[src/rtl/biquinary_pkg.sv]
package biquinary_pkg;
  localparam int QUI_W = 3;
  localparam int QUI_STATES = 5;

  typedef logic [QUI_W-1:0] qui_t;

  localparam qui_t QUI_LAST = qui_t'(QUI_STATES - 1);
  // Upper three bits of decimal nine (1001 -> 100)
  localparam qui_t QUI_NINE = 3'b100;

  typedef struct packed {
    logic hold;     // an override is active
    logic to_nine;  // override value: nine (1) or zero (0)
  } force_t;

  function automatic qui_t qui_next(qui_t cur);
    return (cur == QUI_LAST) ? '0 : qui_t'(cur + 1'b1);
  endfunction
endpackage

[src/rtl/bq_fall_detect.sv]
module bq_fall_detect #(
  parameter int STAGES = 2
) (
  input  logic clk,
  input  logic rst_n,
  input  logic din,
  output logic fall
);
  logic [STAGES-1:0] sync_q;
  logic              last_q;

  generate
    for (genvar i = 0; i < STAGES; i++) begin : g_sync
      if (i == 0) begin : g_first
        always_ff @(posedge clk or negedge rst_n)
          if (!rst_n) sync_q[0] <= 1'b0;
          else        sync_q[0] <= din;
      end else begin : g_rest
        always_ff @(posedge clk or negedge rst_n)
          if (!rst_n) sync_q[i] <= 1'b0;
          else        sync_q[i] <= sync_q[i-1];
      end
    end
  endgenerate

  always_ff @(posedge clk or negedge rst_n)
    if (!rst_n) last_q <= 1'b0;
    else        last_q <= sync_q[STAGES-1];

  assign fall = last_q & ~sync_q[STAGES-1];
endmodule

[src/rtl/bq_force_gate.sv]
module bq_force_gate
  import biquinary_pkg::*;
(
  input  logic   zero_a,
  input  logic   zero_b,
  input  logic   nine_a,
  input  logic   nine_b,
  output force_t frc
);
  logic zero_both, nine_both;
  assign zero_both   = zero_a & zero_b;
  assign nine_both   = nine_a & nine_b;
  assign frc.hold    = zero_both | nine_both;
  assign frc.to_nine = nine_both;   // nine has priority over zero
endmodule

[src/rtl/bq_binary_stage.sv]
module bq_binary_stage
  import biquinary_pkg::*;
(
  input  logic   clk,
  input  logic   rst_n,
  input  logic   adv,
  input  force_t frc,
  output logic   q
);
  logic q_r;

  always_ff @(posedge clk or negedge rst_n)
    if (!rst_n)        q_r <= 1'b0;
    else if (frc.hold) q_r <= frc.to_nine;
    else if (adv)      q_r <= ~q_r;

  assign q = frc.hold ? frc.to_nine : q_r;
endmodule

[src/rtl/bq_quinary_stage.sv]
module bq_quinary_stage
  import biquinary_pkg::*;
(
  input  logic   clk,
  input  logic   rst_n,
  input  logic   adv,
  input  force_t frc,
  output qui_t   q
);
  qui_t q_r, forced;

  assign forced = frc.to_nine ? QUI_NINE : '0;

  always_ff @(posedge clk or negedge rst_n)
    if (!rst_n)        q_r <= '0;
    else if (frc.hold) q_r <= forced;
    else if (adv)      q_r <= qui_next(q_r);

  assign q = frc.hold ? forced : q_r;
endmodule

[src/rtl/biquinary_decade.sv]
module biquinary_decade
  import biquinary_pkg::*;
#(
  parameter int SYNC_STAGES = 2
) (
  input  logic clk,
  input  logic rst_n,
  input  logic cnt_a,
  input  logic cnt_b,
  input  logic zero_req_a,
  input  logic zero_req_b,
  input  logic nine_req_a,
  input  logic nine_req_b,
  output logic q_d0,
  output logic q_d1,
  output logic q_d2,
  output logic q_d3
);
  localparam int SYNC_N = (SYNC_STAGES < 1) ? 1 : SYNC_STAGES;

  force_t frc;
  logic   adv_a, adv_b;
  qui_t   hi;

  bq_force_gate u_gate (
    .zero_a(zero_req_a), .zero_b(zero_req_b),
    .nine_a(nine_req_a), .nine_b(nine_req_b),
    .frc(frc)
  );

  bq_fall_detect #(.STAGES(SYNC_N)) u_edge_a (
    .clk(clk), .rst_n(rst_n), .din(cnt_a), .fall(adv_a)
  );

  bq_fall_detect #(.STAGES(SYNC_N)) u_edge_b (
    .clk(clk), .rst_n(rst_n), .din(cnt_b), .fall(adv_b)
  );

  bq_binary_stage u_two (
    .clk(clk), .rst_n(rst_n), .adv(adv_a), .frc(frc), .q(q_d0)
  );

  bq_quinary_stage u_five (
    .clk(clk), .rst_n(rst_n), .adv(adv_b), .frc(frc), .q(hi)
  );

  assign q_d1 = hi[0];
  assign q_d2 = hi[1];
  assign q_d3 = hi[2];
endmodule

[config.mk]
export PLATFORM = sky130hd
export DESIGN_NAME = biquinary_decade
export DESIGN_NICKNAME = d
export VERILOG_FILES = /design/src/rtl/biquinary_pkg.sv /design/src/rtl/bq_fall_detect.sv /design/src/rtl/bq_force_gate.sv /design/src/rtl/bq_binary_stage.sv /design/src/rtl/bq_quinary_stage.sv /design/src/rtl/biquinary_decade.sv
export SDC_FILE = /design/constraint.sdc
export NUM_CORES = 1
export LEC_CHECK = 0
export ABC_AREA = 1
export BUFFER_PORTS_ARGS = -buffer_cell sky130_fd_sc_hd__buf_2
export CAP_MARGIN = 20
export CORE_AREA = 3 3 40 42
export CTS_CLUSTER_SIZE = 25
export DETAILED_ROUTE_END_ITERATION = 7
export DIE_AREA = 0 0 43 45
export HOLD_SLACK_MARGIN = 0.05
export PLACE_DENSITY = 0.63
export SLEW_MARGIN = 20
export SYNTH_ARGS = -nofsm -noshare
export SYNTH_HDL_FRONTEND = slang
export SYNTH_SLANG_ARGS = --single-unit
[constraint.sdc]
create_clock -name clk -period 1.6 [get_ports clk]
set_input_delay 0.24 -clock clk [delete_from_list [all_inputs] [get_ports clk]]
set_output_delay 0.24 -clock clk [all_outputs]
set_load 0.03 [all_outputs]
==> flow_summary.toml <==
[die]
core_um2 = 1280
ios = 12
die_h_um = 45
rows = 13
design.die.area_um2 = 1940
die_w_um = 43
start_util_pct = 34.4

[place]
hpwl_um = 512
place_congestion = 0.729
place_ws_ns = 0.534
port_buffers = 11

[detailed_routing]
drtIter0Drc = 0
wl_per_cell_um = 8.60
drt-total-wl_um = 697
antenna_left = 0
firstDrtPassIters = 1
drc = 0
viasPerCell = 4.11
via_count = 333

[timing]
worst-slew-pin-transition_ns = 0.224
setup_viol = 0
slew_headroom_pct = 85.1
hold_viol = 0
finClkSkew_ns = 0.00671
fmax_mhz = 805
rsz0062_at_grt = "no"
fin_crit_ns = 1.24
setup_tns_ns = 0
maxSlewViolCount = 0
period_share_pct = 77.7
final.setup.worst_slack_ns = 0.358

[layout]
syn_to_final_growth_pct = 27.2
final_util_pct = 43.7
nets = 77
diodes = 0
layout-drive-gt1-share_pct = 28.8
fillers = 125

[setup_path]
rr_worst_depth = 7
end_kind = "primary output"
worstPathArrival_ns = 1.00
setup.worst_path.class = "flip-flop to primary output"
cp_data_required_time_ns = 1.36
crit_end = "q_d1"
reg2reg_from = "u_five.q_r[0]$_DFFE_PN0P_"
crit_start = "u_five.q_r[0]$_DFFE_PN0P_"
reg2reg_slack_ns = 0.54
r2r_end = "u_five.q_r[2]$_DFFE_PN0P_"
start_kind = "flip-flop"
cp_max_fo = 3

[yosys]
yosysTopAreaCellShare_pct = 56.7
synth_area_um2 = 442
ys_types = 12
synth_fp_nets = 60
yosysTopAreaCell = "dfrtp_1"
yosys_warnings = 0
avgSynthCellArea_um2 = 8.83
synth_area_leaders = "dfrtp_1 (57%), nand2_1 (13%), inv_1 (5.9%)"
yosysSeqAreaShare_pct = 56.7
synth_seq_cells = 10
synth_cells = 50

[pwr]
powerDensity_nw_per_um2 = 1170
p_leak_nw = 0.331
ir_drop_mv = 0.614

[clock_network]
cts_root_buf = "clkbuf_4"
cts_tree = "built"
htreeDepth = 1
cts_max_path_buffers = 2
cts_sinks = 10
cts_buffers = 3
cts.clk_slew.worst_paths_ns = 0.06
clk-insertion-delay-late_ns = 0.27
post_cts_resized = 0

[global_routing]
grt_pass1_vias = 258
grtUsageTotal_pct = 8.31
antenna_found_initial = 0
grt_pass1_wl_um = 1070
grt.overflow.total = 0
grt_max_degree = 11

[hold_path]
hold_path_class = "primary input to flip-flop"

[outcome]
status = "finished, final reports clean"

[flow_run]
drv_cap = 0
layer usage:
layer	track usage, %	wire, µm
met3	6.37	51
met2	9.28	249
met1	10.7	381
met5	0	0
met4	5.42	14
cells by family (layout without fill, tap and decap cells):
| group | count (synthesis) | in the layout | synth area share, % |
|---|---|---|---|
| fa+ha+maj | 2 | 2 | 5.66 |
| simple gates | 26 | 26 | 25.5 |
| compound gates | 4 | 4 | 5.38 |
| flops | 10 | 10 | 56.7 |
| buf+inv | 8 | 24 | 6.80 |
synthesized netlist by cell type:
| library cell | number |
|---|---|
| nand2_1 | 15 |
| dfrtp_1 | 10 |
| inv_1 | 7 |
| nor2_1 | 5 |
| nand3_1 | 4 |
| a21oi_1 | 2 |
| ha_1 | 2 |
| a21oi_2 | 1 |
| inv_2 | 1 |
| nand2_2 | 1 |
| nand2_4 | 1 |
| o21ai_0 | 1 |
worst min-delay path by stage:
stage	start	endpoint	slack [ns]	depth (start not counted)
6_report	cnt_a	u_edge_a.sync_q[0]$_DFF_PN0_	0.08	1
5_1_grt	cnt_a	u_edge_a.sync_q[0]$_DFF_PN0_	0.06	1
4_1_cts	cnt_b	u_edge_b.sync_q[0]$_DFF_PN0_	0.07	1
3_5_place_dp	rst_n	u_five.q_r[1]$_DFFE_PN0P_	0.11	1
3_3_place_gp	rst_n	u_five.q_r[1]$_DFFE_PN0P_	0.11	1
2_1_floorplan	rst_n	u_edge_a.last_q$_DFF_PN0_	-0.06	0
area by class of cell:
type | instances | area [µm²] | area share, %
tap | 15 | 18.8 | 3.34
multi-input combinational | 32 | 161 | 28.7
timing repair buffer | 12 | 65.1 | 11.6
sequential | 10 | 250 | 44.5
clock buffer | 4 | 36.3 | 6.46
inverter | 8 | 30.0 | 5.35
sequential cells by signal, summed over array words and instances, names as in the netlist:
register and count:
u_edge_b.last_q 1, u_edge_a.last_q 1, u_five.q_r 3, u_two.q_r 1
u_edge_b.sync_q 2, u_edge_a.sync_q 2
critical path, stage by stage, from the launching register on:
cell     delay (ns)
dfrtp_1        0.37
inv_1          0.08
nor2_1         0.10
buf_2          0.20
report_power, final:
group	total [mW]	internal [mW]	switching, mW	leakage (nW)
registers	0.296	0.277	0.0187	0.119
clock network	0.225	0.138	0.0867	0.0210
logic	0.135	0.0482	0.0868	0.191
total	0.656	0.464	0.192	0.331
cells in the final DEF, fill, tap and decap left out:
| cell type | synthesis | routed |
|---|---|---|
| inv_1 | 7 | 7 |
| o21ai_0 | 1 | 1 |
| nand2_2 | 1 | 1 |
| dfrtp_1 | 10 | 10 |
| a21oi_2 | 1 | 1 |
| nor2_1 | 5 | 5 |
| dlygate4sd3_1 | 0 | 1 |
| inv_2 | 1 | 1 |
| clkbuf_8 | 0 | 1 |
| clkbuf_4 | 0 | 3 |
| ha_1 | 2 | 2 |
| a21oi_1 | 2 | 2 |
| buf_2 | 0 | 11 |
| nand2_1 | 15 | 15 |
| nand3_1 | 4 | 4 |
| nand2_4 | 1 | 1 |
through the flow:
step	cells	instance area [µm²]	total power, mW	hold slack (ns)
finish	81	562	0.656	0.0832
global route	81	562	0.703	0.0570
CTS	81	562	0.666	0.0706
detailed placement	76	515	0.435	0.111
global placement	76	515	0.433	0.110
floorplan	50	442	0.395	-0.0556
repair_timing:
| action | CTS | global route |
|---|---|---|
| hold buffers | 1 | 0 |
| setup endpoints to repair | 0 | 0 |
| setup buffers | 0 | 0 |
| hold endpoints to repair | 10 | 0 |
Power figures use the tool's default switching activity.
